$ cat src/rtl/adc_corr_pkg.sv
package adc_corr_pkg;

    typedef enum logic {
        FMT_OFFSET = 1'b0,
        FMT_TWOS   = 1'b1
    } out_fmt_e;

    // Bit position at which the decision of stage k (1-based) is added.
    function automatic int stage_shift(input int k, input int n_full,
                                       input int full_w, input int last_w);
        return (n_full - k) * (full_w - 1) + (last_w - 1);
    endfunction

endpackage

$ cat src/rtl/code_align.sv
module code_align #(
    parameter int W     = 3,
    parameter int DEPTH = 2
) (
    input  logic         clk,
    input  logic         rst_n,
    input  logic [W-1:0] d,
    output logic [W-1:0] q
);
    generate
        if (DEPTH == 0) begin : g_pass
            assign q = d;
        end else begin : g_delay
            logic [W-1:0] taps [DEPTH];

            always_ff @(posedge clk or negedge rst_n) begin
                if (!rst_n) begin
                    for (int i = 0; i < DEPTH; i++) taps[i] <= '0;
                end else begin
                    taps[0] <= d;
                    for (int i = 1; i < DEPTH; i++) taps[i] <= taps[i-1];
                end
            end

            assign q = taps[DEPTH-1];

            // cycles since reset, saturating, so the check never reads pre-reset history
            localparam int FW = $clog2(DEPTH + 1) + 1;
            logic [FW-1:0] fill;
            always_ff @(posedge clk or negedge rst_n) begin
                if (!rst_n)                    fill <= '0;
                else if (fill < FW'(DEPTH))    fill <= fill + 1'b1;
            end

            assert_align_R3: assert property (@(posedge clk) disable iff (!rst_n)
                (fill >= FW'(DEPTH)) |-> (q == $past(d, DEPTH)));
        end
    endgenerate
endmodule

$ cat src/rtl/overlap_adder.sv
module overlap_adder
    import adc_corr_pkg::*;
#(
    parameter int N_FULL = 6,
    parameter int FULL_W = 3,
    parameter int LAST_W = 2,
    parameter int OUT_W  = 14,
    parameter int SUM_W  = 16
) (
    input  logic [N_FULL*FULL_W-1:0] codes,
    input  logic [LAST_W-1:0]        last,
    output logic [OUT_W-1:0]         result
);
    localparam logic [SUM_W-1:0] MAXV  = SUM_W'((1 << OUT_W) - 1);
    localparam logic [SUM_W-1:0] FLOOR =
        SUM_W'(((1 << FULL_W) - 1) << stage_shift(1, N_FULL, FULL_W, LAST_W));

    logic [SUM_W-1:0] terms [N_FULL];
    logic [SUM_W-1:0] total;

    genvar gi;
    generate
        for (gi = 0; gi < N_FULL; gi++) begin : g_term
            localparam int SH = stage_shift(gi + 1, N_FULL, FULL_W, LAST_W);
            assign terms[gi] = SUM_W'(codes[gi*FULL_W +: FULL_W]) << SH;
        end
    endgenerate

    always_comb begin
        total = SUM_W'(last);
        for (int i = 0; i < N_FULL; i++) total = total + terms[i];
    end

    always_comb begin
        if (total > MAXV) result = MAXV[OUT_W-1:0];
        else              result = total[OUT_W-1:0];
    end

    always_comb begin
        if (codes == '0 && last == '0)
            assert_zero_R4: assert (result == '0);
        if (codes[FULL_W-1:0] == '1)
            assert_floor_R4: assert (SUM_W'(result) >= FLOOR);
    end
endmodule

$ cat src/rtl/fmt_conv.sv
module fmt_conv
    import adc_corr_pkg::*;
#(
    parameter int OUT_W = 14
) (
    input  logic [OUT_W-1:0] din,
    input  out_fmt_e         sel,
    output logic [OUT_W-1:0] dout
);
    always_comb begin
        unique case (sel)
            FMT_OFFSET: dout = din;
            FMT_TWOS:   dout = {~din[OUT_W-1], din[OUT_W-2:0]};
            default:    dout = din;
        endcase
    end
endmodule

$ cat src/rtl/adc_pipe_corrector.sv
module adc_pipe_corrector
    import adc_corr_pkg::*;
#(
    parameter  int N_FULL = 6,
    parameter  int FULL_W = 3,
    parameter  int LAST_W = 2,
    localparam int OUT_W  = N_FULL * (FULL_W - 1) + LAST_W,
    localparam int CODE_W = N_FULL * FULL_W
) (
    input  logic              clk,
    input  logic              rst_n,
    input  logic              sample_vld,
    input  logic [CODE_W-1:0] stage_codes,
    input  logic [LAST_W-1:0] last_code,
    input  logic              twos_fmt,
    output logic [OUT_W-1:0]  dout,
    output logic              dout_vld
);
    localparam int SUM_W = OUT_W + 2;
    localparam int LAT   = N_FULL + 2;

    logic [CODE_W-1:0] codes_al;
    logic              vld_al;
    logic [OUT_W-1:0]  sum_clamped;
    logic [OUT_W-1:0]  sum_fmt;
    out_fmt_e          fmt_sel;

    genvar gs;
    generate
        for (gs = 0; gs < N_FULL; gs++) begin : g_stage
            code_align #(.W(FULL_W), .DEPTH(N_FULL - gs)) u_align (
                .clk   (clk),
                .rst_n (rst_n),
                .d     (stage_codes[gs*FULL_W +: FULL_W]),
                .q     (codes_al[gs*FULL_W +: FULL_W])
            );
        end
    endgenerate

    code_align #(.W(1), .DEPTH(N_FULL + 1)) u_vld_align (
        .clk   (clk),
        .rst_n (rst_n),
        .d     (sample_vld),
        .q     (vld_al)
    );

    overlap_adder #(
        .N_FULL (N_FULL),
        .FULL_W (FULL_W),
        .LAST_W (LAST_W),
        .OUT_W  (OUT_W),
        .SUM_W  (SUM_W)
    ) u_adder (
        .codes  (codes_al),
        .last   (last_code),
        .result (sum_clamped)
    );

    assign fmt_sel = twos_fmt ? FMT_TWOS : FMT_OFFSET;

    fmt_conv #(.OUT_W(OUT_W)) u_fmt (
        .din  (sum_clamped),
        .sel  (fmt_sel),
        .dout (sum_fmt)
    );

    always_ff @(posedge clk or negedge rst_n) begin
        if (!rst_n) begin
            dout     <= '0;
            dout_vld <= 1'b0;
        end else begin
            dout_vld <= vld_al;
            if (vld_al) dout <= sum_fmt;
        end
    end

    localparam int CW = $clog2(LAT + 1) + 1;
    logic [CW-1:0] since_rst;
    always_ff @(posedge clk or negedge rst_n) begin
        if (!rst_n)                  since_rst <= '0;
        else if (since_rst < CW'(LAT)) since_rst <= since_rst + 1'b1;
    end

    assert_latency_R2: assert property (@(posedge clk) disable iff (!rst_n)
        (since_rst >= CW'(LAT)) |-> (dout_vld == $past(sample_vld, LAT)));

    assert_hold_R8: assert property (@(posedge clk) disable iff (!rst_n)
        (since_rst >= CW'(1) && !dout_vld) |-> $stable(dout));
endmodule

$ cat config.mk
export PLATFORM = sky130hd
export DESIGN_NAME = adc_pipe_corrector
export DESIGN_NICKNAME = d
export VERILOG_FILES = /design/src/rtl/adc_corr_pkg.sv /design/src/rtl/code_align.sv /design/src/rtl/overlap_adder.sv /design/src/rtl/fmt_conv.sv /design/src/rtl/adc_pipe_corrector.sv
export SDC_FILE = /design/constraint.sdc
export NUM_CORES = 1
export LEC_CHECK = 0
export BUFFER_PORTS_ARGS = -buffer_cell sky130_fd_sc_hd__buf_2
export CORE_ASPECT_RATIO = 1.75
export CORE_MARGIN = 2
export CORE_UTILIZATION = 59
export CTS_BUF_LIST = sky130_fd_sc_hd__clkbuf_8 sky130_fd_sc_hd__clkbuf_16
export DETAILED_ROUTE_END_ITERATION = 16
export MAX_ROUTING_LAYER = met4
export PLACE_DENSITY = 0.82
export SYNTH_ARGS = -nofsm -noshare
export SYNTH_HDL_FRONTEND = slang
export SYNTH_SLANG_ARGS = --single-unit
export TNS_END_PERCENT = 50
$ cat constraint.sdc
create_clock -name clk -period 3.49 [get_ports clk]
set_input_delay 0.349 -clock clk [delete_from_list [all_inputs] [get_ports clk]]
set_output_delay 0.349 -clock clk [all_outputs]
set_load 0.05 [all_outputs]
### Yosys cells after proc, flatten, opt, wreduce, memory -nomap -nowiden

Cells that the tools add are included.

* bitwise gates (word level): 2
* magnitude comparators: 1
* add/sub/neg operators: 6
* shifts and indexed selects: 0
* divide/modulo/power cells: 0
* mux-type cells: 3
* reduce and logical (&&, ||, !) cells: 0
* equal/unequal tests: 0
* multipliers: 0

Operators with widths (number)
* 14-bit one-hot mux with 2 select lines: 1
* 16-bit by 10-bit adder with 16-bit output: 1
* 16-bit by 12-bit adder with 16-bit output: 1
* 16-bit by 4-bit adder with 16-bit output: 1
* 16-bit by 6-bit adder with 16-bit output: 1
* 16-bit by 8-bit adder with 16-bit output: 1
* 16-bit by 14-bit greater-than comparator with 1-bit output, second input constant: 1
* 2-bit by 14-bit adder with 15-bit output: 1
* 14-bit two-way mux: 1
* 1-bit inverter: 2
* 1-bit two-way mux: 1

* latch bits: 0
* memories: 0
* register bits after elaboration: 85
* word-level logic and storage cells: 42
* bits in read-only memories: 0
* input bits: 24
* memory bits (writable): 0

### Logic depth before layout (Yosys ltp)

Gate-level depths: netlist of the first run.

* word-level depth: 10
* depth in mapped cells: 7
* mapped depth without buffers: 7

### Hierarchy

Synthesis of the first run repeated with hierarchy kept, for this count alone.

* cell total of the unflattened synthesis: 203
* area, all modules: 3057.9 sq um

Modules (own cells, without submodules)
* adc_pipe_corrector: cells an instance 30, instances 1, seq. area each 375.4 sq um, area each 544.3 sq um
* overlap_adder: cells an instance 74, instances 1, seq. area each 0.0 sq um, area each 543.0 sq um
* code_align (g_stage[0].u_align): cells an instance 21, instances 1, seq. area each 450.4 sq um, area each 473.0 sq um
* code_align (g_stage[1].u_align): cells an instance 18, instances 1, seq. area each 375.4 sq um, area each 397.9 sq um
* code_align (g_stage[2].u_align): cells an instance 15, instances 1, seq. area each 300.3 sq um, area each 322.8 sq um
* code_align (g_stage[3].u_align): cells an instance 12, instances 1, seq. area each 225.2 sq um, area each 247.7 sq um
* code_align (u_vld_align): cells an instance 7, instances 1, seq. area each 175.2 sq um, area each 175.2 sq um
* code_align (g_stage[4].u_align): cells an instance 9, instances 1, seq. area each 150.1 sq um, area each 172.7 sq um
* fmt_conv: cells an instance 14, instances 1, seq. area each 0.0 sq um, area each 106.4 sq um
* code_align (g_stage[5].u_align): cells an instance 3, instances 1, seq. area each 75.1 sq um, area each 75.1 sq um

### Worst setup path before layout of the first run

No wires, ideal clock.

* path type: register to register
* start: register g_stage[4].u_align.g_delay.taps (netlist bit g_stage[4].u_align.q[0])
* end: register dout[13]
* stages on the path, launching flop included: 7
* data required time: 3.398 ns
* library setup time: 0.092 ns
* path buffers: 0
* data arrival time: 1.843 ns
* slack: 1.556 ns
* path through: dfrtp_1 -> ha_1 -> a311oi_2 -> o41ai_2 -> o2111a_2 -> o31a_1 -> o31ai_2

* longest elaborated chain between the ends: 6

RTL lines
* from (decl): RTL line code_align.sv:14 `logic [W-1:0] taps [DEPTH];`
* 16-bit by 6-bit adder with 16-bit output *: RTL line overlap_adder.sv:31 `for (int i = 0; i < N_FULL; i++) total = total + terms[i];`
* 16-bit by 4-bit adder with 16-bit output *: RTL line overlap_adder.sv:31
* 16-bit by 14-bit greater-than comparator with 1-bit output: RTL line overlap_adder.sv:35 `if (total > MAXV) result = MAXV[OUT_W-1:0];`
* 14-bit two-way mux *: RTL line overlap_adder.sv:35
* 1-bit inverter: RTL line fmt_conv.sv:13 `FMT_TWOS: dout = {~din[OUT_W-1], din[OUT_W-2:0]};`
* 14-bit one-hot mux with 2 select lines *: RTL line fmt_conv.sv:11 `unique case (sel)`
* to (signal assigned): RTL line adc_pipe_corrector.sv:73 `if (vld_al) dout <= sum_fmt;`
* to (decl): RTL line adc_pipe_corrector.sv:16 `output logic [OUT_W-1:0] dout,`

Mark *: on every way between the ends. The rest lies on a longest branch, timed or not. The select of a mux whose other input is x is not followed.
A chain may end at the register's enable or synchronous reset.

### Final worst setup path of the first run

* start: register g_stage[1].u_align.g_delay.taps (netlist bit g_stage[1].u_align.q[0])
* end: register dout[7]

* longest elaborated chain between the ends: 8

RTL lines (RTL line)
* from (decl): code_align.sv:14
* 16-bit by 12-bit adder with 16-bit output: overlap_adder.sv:31
* 16-bit by 10-bit adder with 16-bit output: overlap_adder.sv:31
* 16-bit by 8-bit adder with 16-bit output: overlap_adder.sv:31
* 16-bit by 6-bit adder with 16-bit output: overlap_adder.sv:31
* 16-bit by 4-bit adder with 16-bit output: overlap_adder.sv:31
* 16-bit by 14-bit greater-than comparator with 1-bit output: overlap_adder.sv:35
* 14-bit two-way mux: overlap_adder.sv:35
* 14-bit one-hot mux with 2 select lines: fmt_conv.sv:11

No other way between the ends. The select of a mux whose other input is x is not followed.

==> results of run 1 <==
[synth_stat cells, types with 2 or more instances]
| cell | number |
|---|---|
| clkbuf_1 | 2 |
| a21oi_1 | 5 |
| ha_1 | 7 |
| xnor2_1 | 7 |
| o21ai_0 | 3 |
| inv_1 | 4 |
| nand2_1 | 7 |
| o31ai_2 | 2 |
| o22a_1 | 6 |
| dfrtp_1 | 85 |
| nor2_1 | 13 |
| a31oi_1 | 8 |
[sequential cells by signal, indices dropped and copies added, names as in the netlist]
name and count:
dout 14, g_stage.u_align.g_delay.taps 45, u_vld_align.q 1, g_stage.u_align.q 18, dout_vld 1, u_vld_align.g_delay.taps 6
[critical path, delay by kind of cell, from the launching register on]
kind / cells / cell delay (ns)
AOI/OAI and AO/OA: 3 / 0.95
DFF: 1 / 0.38
adders and majority gates: 1 / 0.38
and+or+nand+nor: 2 / 0.31
[final cells by class]
type | instances | share of cell area (%)
Clock buffer | 11 | 4.78
Sequential cell | 85 | 67.2
Timing Repair Buffer | 38 | 6.09
Multi-Input combinational cell | 78 | 17.9
Tap cell | 51 | 2.02
Inverter | 4 | 0.474
Clock inverter | 4 | 1.50
[logic make-up after synthesis]
logic type,after synthesis,share of synthesized area (%)
compound gates,35,10.2
xor+xnor,8,2.58
fa+ha+maj,7,3.22
buf+inv,6,0.829
flops,85,78.3
mux,1,0.369
simple gates,27,4.51
[per-layer routing]
metal	global-route usage [%]	part of all wire, %	up-vias
li1	-	-	683
met1	20.7	36	707
met2	31.1	54	66
met3	7.16	6.6	14
met4	10.6	3.1	0
met5	-	0	-
[power breakdown]
group	internal (W)	total (W)	leakage (nW)	switching, W
registers	0.00105	0.00108	0.983	0.0000313
logic	0.0000689	0.000232	0.363	0.000163
clock network	0.000363	0.000673	0.101	0.000310
total	0.00148	0.00199	1.45	0.000505
[per-stage QoR]
stage                     total power [W]  worst slack, ns  instances  util (%)  instance area [um2]
after floorplan                   0.00125             1.56        169         -                 2720
after global placement            0.00132             1.48        256      67.3                 2970
after detailed placement          0.00133             1.38        256      67.3                 2970
after CTS                         0.00201             1.41        271      71.8                 3160
after global routing              0.00208             1.30        271      71.8                 3160
final                             0.00199             1.42        271      71.8                 3160
[worst paths after layout]
check,from,end,cells after the start
worst max-delay path,g_stage[1].u_align.q[0],dout[7],6
worst min-delay path,stage_codes[9],g_stage[3].u_align.g_delay.taps[6],1
worst max register to register,g_stage[1].u_align.q[0],dout[7],6
worst min register to register,g_stage[2].u_align.g_delay.taps[8],g_stage[2].u_align.g_delay.taps[5],0
max in group asynchronous,rst_n,g_stage[1].u_align.g_delay.taps[13],1
min in group asynchronous,rst_n,dout[8],1
==> flow_summary_export.csv, run 1 <==
group,metric,value,unit
logic_synthesis,ys_seq_area_share,78.3,%
timing,rsz0062_at_grt,"no",
timing,final-hold-violation-count,0,
logic_synthesis,synth_edf_count,0,
global_route,track_usage,19.4,%
finish,diodes,0,
worst_setup_path,required,3.77,ns
worst_setup_path,worstPathCellList,"ha_1 > nand2_1 > o41ai_2 > o2111a_2 > nand2b_2 > o22a_1",
global_route,grt_start_max_net_pins,86,
floorplanning,die-area,5180,um2
detailed_routing,drc,0,
global_route,grt_pass1_wl,7220,um
clock_network,htreeDepth,3,
global_route,grt_pass1_vias,1584,
worst_setup_path,crit_path_max_fanout,8,
timing,slew_headroom,35.7,%
global_route,overflow,0,
worst_setup_path,start_kind,"flip-flop",
detailed_routing,routed_wl,4140,um
detailed_routing,ant_nets,0,
clock_network,cts_setup_buffers,0,
clock_network,cts_buffers,9,
finish,drive_gt1_share,28.2,%
logic_synthesis,syn_area_per_cell,16.1,um2
worst_setup_path,r2r_setup_slack,1.42,ns
clock_network,cts_tree,"done",
logic_synthesis,synth_top_area_share,78.3,%
floorplanning,die_x,55.3,um
flow_run,max_cap_violations,0,
detailed_routing,avgRoutedWirePerCell,15.3,um
logic_synthesis,synth_seq_cells,85,
logic_synthesis,syn_inst,169,
worst_setup_path,worstSetupPathType,"flip-flop to flip-flop",
timing,whs,0.108,ns
floorplanning,fp-row-count,32,
timing,final_max_slew_viol_count,0,
timing,setup_viol_count_final,0,
placed_design,io_buffers,38,
logic_synthesis,yosys-top-cells-area,"dfrtp_1, ha_1, xnor2_1, o22a_1, a31oi_1",
hold_path,hp-class,"primary input to flip-flop",
detailed_routing,via_per_inst,5.42,
clock_network,clock-sinks,85,
detailed_routing,vias,1470,
finish,layout_commonest_cell,"dfrtp_1",
pwr,power.density,627,nW/um2
pwr,ir_drop,0.000643,V
floorplanning,core_area,4400,um2
clock_network,insertion_delay,0.34,ns
worst_setup_path,arrival,2.35,ns
logic_synthesis,synth_largest_area_cell,"dfrtp_1",
detailed_routing,first_pass_iters,4,
placed_design,place.gp.congestion,0.835,
worst_setup_path,crit_slowest_cell,"o41ai_2",
clock_network,clkTransAtPathRegs,0.08,ns
finish,fin_nets,247,
worst_setup_path,worstSetupEndpointType,"flip-flop",
detailed_routing,drt_first_iter_violations,28,
clock_network,cts_resized,0,
timing,final.setup_skew,0.00992,ns
global_route,antenna_found_initial,0,
placed_design,dp_hpwl,2800,um
pwr,cellLeakagePower,1.45,nW
logic_synthesis,yosysWarningCount,0,
floorplanning,initial_core_util,61.7,%
finish,nFillCells,292,
logic_synthesis,synth_fp_nets,200,
worst_setup_path,max_stage_delay,0.43,ns
finish,layout_common_cells,"dfrtp_1, buf_2, nor2_1",
clock_network,postCtsHoldBufs,0,
timing,timing.fmax,483,MHz
timing,min_period_over_period,59.3,%
floorplanning,pin_count,39,
timing,period_minus_slack,2.07,ns
logic_synthesis,synthArstFlopShare,100,%
clock_network,cts_root_buffer,"clkbuf_8",
clock_network,cts.path.max_buffers,2,
logic_synthesis,synth_cell_types,32,
finish,syn2layout_area_growth,16.5,%
floorplanning,die_h,93.8,um
logic_synthesis,synth_area,2720,um2
run_status,status,"finished, final reports clean",
finish,multiInputGateArea,567,um2
logic_synthesis,ys.flop_type,"dfrtp_1",
timing,worst_pin_slew,0.965,ns
finish,register_area,2130,um2
timing,setup_tns,0,ns
(Power assumes the default switching activity.)
==> inputs of run 2 (changes only) <==
--- a/config.mk
+++ b/config.mk
@@ -5,14 +5,15 @@
 export SDC_FILE = /design/constraint.sdc
 export NUM_CORES = 1
 export LEC_CHECK = 0
+export ABC_AREA = 1
 export BUFFER_PORTS_ARGS = -buffer_cell sky130_fd_sc_hd__buf_2
 export CORE_ASPECT_RATIO = 1.75
 export CORE_MARGIN = 2
-export CORE_UTILIZATION = 59
+export CORE_UTILIZATION = 55
 export CTS_BUF_LIST = sky130_fd_sc_hd__clkbuf_8 sky130_fd_sc_hd__clkbuf_16
 export DETAILED_ROUTE_END_ITERATION = 16
 export MAX_ROUTING_LAYER = met4
-export PLACE_DENSITY = 0.82
+export PLACE_DENSITY = 0.77
 export SYNTH_ARGS = -nofsm -noshare
 export SYNTH_HDL_FRONTEND = slang
 export SYNTH_SLANG_ARGS = --single-unit
==> constraint.sdc (replaced) <==
create_clock -name clk -period 2.1 [get_ports clk]
set_input_delay 0.21 -clock clk [delete_from_list [all_inputs] [get_ports clk]]
set_output_delay 0.21 -clock clk [all_outputs]
set_load 0.05 [all_outputs]
==> flow_summary_export.csv, run 2 <==
group,metric,value,unit
pwr,pwr-share-seq,54.5,%
pwr,cellLeakagePower,1.67,nW
floorplanning,fp-row-count,34,
detailed_routing,ant_nets,0,
detailed_routing,via_per_inst,4.85,
hold_path,whs_path_depth,3,
timing,rsz0062_at_grt,"no",
worst_setup_path,start_kind,"flip-flop",
logic_synthesis,ys_seq_area_share,75.9,%
timing,slew_headroom,61.7,%
worst_setup_path,worstSetupEndpointType,"flip-flop",
logic_synthesis,synth_cell_types,27,
timing,fin_ws,0.275,ns
global_route,track_usage,19.1,%
clock_network,clock-sinks,85,
floorplanning,die-area,5710,um2
worst_setup_path,arrival,2.05,ns
placed_design,dp_hpwl,2960,um
pwr,finalPower,0.00328,W
logic_synthesis,yosysMostFrequentCell,"dfrtp_1",
clock_network,cts_setup_buffers,0,
logic_synthesis,synthArstFlopShare,100,%
logic_synthesis,synth_area,2800,um2
worst_setup_path,crit_path_max_fanout,7,
run_status,status,"finished, final reports clean",
clock_network,clkTransAtPathRegs,0.07,ns
timing,min_period_over_period,86.9,%
timing,setup_tns,0,ns
logic_synthesis,synthTopCellsByCount,"dfrtp_1, nand2_1, inv_1",
timing,timing.fmax,548,MHz
global_route,antenna_found_initial,0,
clock_network,cts_buffers,9,
clock_network,cts_tree,"done",
logic_synthesis,yosys-top-cells-area,"dfrtp_1, nand2_1, ha_1, inv_1, nor2_1",
finish,layout_commonest_cell,"dfrtp_1",
finish,largest_register,"g_stage.u_align.g_delay.taps",
worst_setup_path,crit_start,"g_stage[1].u_align.q[0]",
detailed_routing,routed_wl,4310,um
placed_design,place.gp.congestion,0.872,
detailed_routing,vias,1635,
worst_setup_path,worstSetupPathType,"flip-flop to flip-flop",
pwr,swShare,25.4,%
worst_setup_path,r2r_cells,9,
global_route,grt_pass1_wl,7600,um
logic_synthesis,synth_top_area_share,75.9,%
floorplanning,initial_core_util,56.8,%
hold_path,hold_path.startpoint,"last_code[0]",
clock_network,cts_resized,0,
finish,fin_nets,310,
clock_network,htreeDepth,3,
global_route,overflow,0,
finish,layout_common_cells,"dfrtp_1, buf_2, nand2_1",
logic_synthesis,synth_largest_area_cell,"dfrtp_1",
logic_synthesis,synth_fp_nets,240,
hold_path,hold_end,"dout[0]",
detailed_routing,avgRoutedWirePerCell,12.8,um
clock_network,cts_root_buffer,"clkbuf_8",
finish,syn2layout_area_growth,24.1,%
floorplanning,die_h,98.4,um
pwr,power.density,943,nW/um2
timing,period_minus_slack,1.83,ns
timing,final.setup_skew,0.00542,ns
clock_network,cts.path.max_buffers,2,
placed_design,io_buffers,38,
floorplanning,pin_count,39,
logic_synthesis,syn_inst,209,
pwr,intPower,0.00245,W
global_route,grt_start_max_net_pins,47,
logic_synthesis,syn_area_per_cell,13.4,um2
finish,drive_gt1_share,22.6,%
pwr,ir_drop,0.000702,V
worst_setup_path,rr_startpoint,"g_stage[1].u_align.q[0]",
logic_synthesis,ys.flop_type,"dfrtp_1",
timing,final-hold-violation-count,0,
clock_network,insertion_delay,0.33,ns
worst_setup_path,r2r_setup_slack,0.27,ns
pwr,pwr-share-clk,32.7,%
logic_synthesis,synth_seq_cells,85,
hold_path,hp-class,"primary input to flip-flop",
logic_synthesis,synth_edf_count,0,
placed_design,pre_cts_slack,0.292,ns
floorplanning,core_area,4930,um2
timing,final_max_slew_viol_count,0,
flow_run,max_cap_violations,0,
pwr,power_frac_comb,12.9,%
detailed_routing,drc,0,
finish,largest_reg_flops,45,
pwr,netSwitchingPower,0.000834,W
finish,diodes,0,
timing,whs,0.103,ns
detailed_routing,drt_first_iter_violations,44,
timing,worst_pin_slew,0.574,ns
timing,setup_viol_count_final,0,
detailed_routing,first_pass_iters,4,
global_route,grt_pass1_vias,1739,
floorplanning,die_x,58.0,um
logic_synthesis,yosysWarningCount,0,
worst_setup_path,required,2.33,ns
worst_setup_path,r2r_end,"dout[2]",
[run 2: cell types whose count changed after synthesis, sizes merged, moves of 2 or more]
cell,previous run,this run
a21oi,5,10
nor2,13,18
nand2,7,34
o22ai,1,4
xor2,1,3
o31ai,3,0
a31oi,8,1
xnor2,7,4
o22a,6,2
nand3,0,12
inv,4,18
[run 2: timing repair]
item / 4_1_cts / 5_1_grt
hold buffers: 20 / 0
hold endpoints to repair: 64 / 0
setup endpoints to repair: 0 / 0
[run 2: worst max path at each step]
stage / to / depth (start not counted)
floorplan: dout[12] / 10
global placement: dout[2] / 11
detailed placement: dout[2] / 11
CTS: dout[2] / 11
global route: dout[2] / 9
finish: dout[2] / 9
[run 2: cell type report]
class / count / area [um2]
clock inverters: 5 / 53.8
multi-input cells: 105 / 599
clock buffers: 10 / 138
well taps: 54 / 67.6
repair buffers: 60 / 420
flip-flops and latches: 85 / 2130
fillers: 359 / 1460
inverters: 18 / 72.6
[run 2: cell families (layout without fill, tap and decap cells)]
| kind of cell | count (synthesis) | in the layout | synth area share (%) |
|---|---|---|---|
| flops | 85 | 85 | 75.9 |
| simple gates | 68 | 68 | 11.1 |
| compound gates | 23 | 23 | 5.00 |
| buf+inv | 19 | 93 | 2.72 |
| fa+ha+maj | 7 | 7 | 3.12 |
| xor+xnor | 7 | 7 | 2.19 |
[run 2: power by group through the flow]
stage / sequential [W] / combinational [W] / clock [W]
3_3_place_gp: 0.00181 / 0.000394 / 0
3_5_place_dp: 0.00182 / 0.000398 / 0
4_1_cts: 0.00179 / 0.000428 / 0.00112
6_report: 0.00179 / 0.000422 / 0.00107
2_1_floorplan: 0.00195 / 0.000127 / 0
5_1_grt: 0.00180 / 0.000463 / 0.00120
[run 2: metal layers]
layer  GRT usage [%]  vias up  share of wire (%)
met1            20.0      785                 38
met3            4.72        7                3.6
met5               -        -                  0
li1                -      807                  -
met2            32.1       36                 56
met4            10.7        0                2.5
[run 2: critical path: stages (launching register included)]
cell and delay (ns):
dfrtp_1 0.37, ha_1 0.36, nand2_2 0.10, o21ai_1 0.11
a21boi_1 0.19, nand2_2 0.10, nor2_4 0.22, inv_6 0.07
o22ai_1 0.12, inv_1 0.06
[run 2: through the flow]
stage	util, %	cells	instance area (um2)
after global routing	70.5	337	3480
after CTS	70.5	337	3480
after detailed placement	62.6	302	3090
after floorplan	-	209	2800
final	70.5	337	3480
after global placement	62.6	302	3090
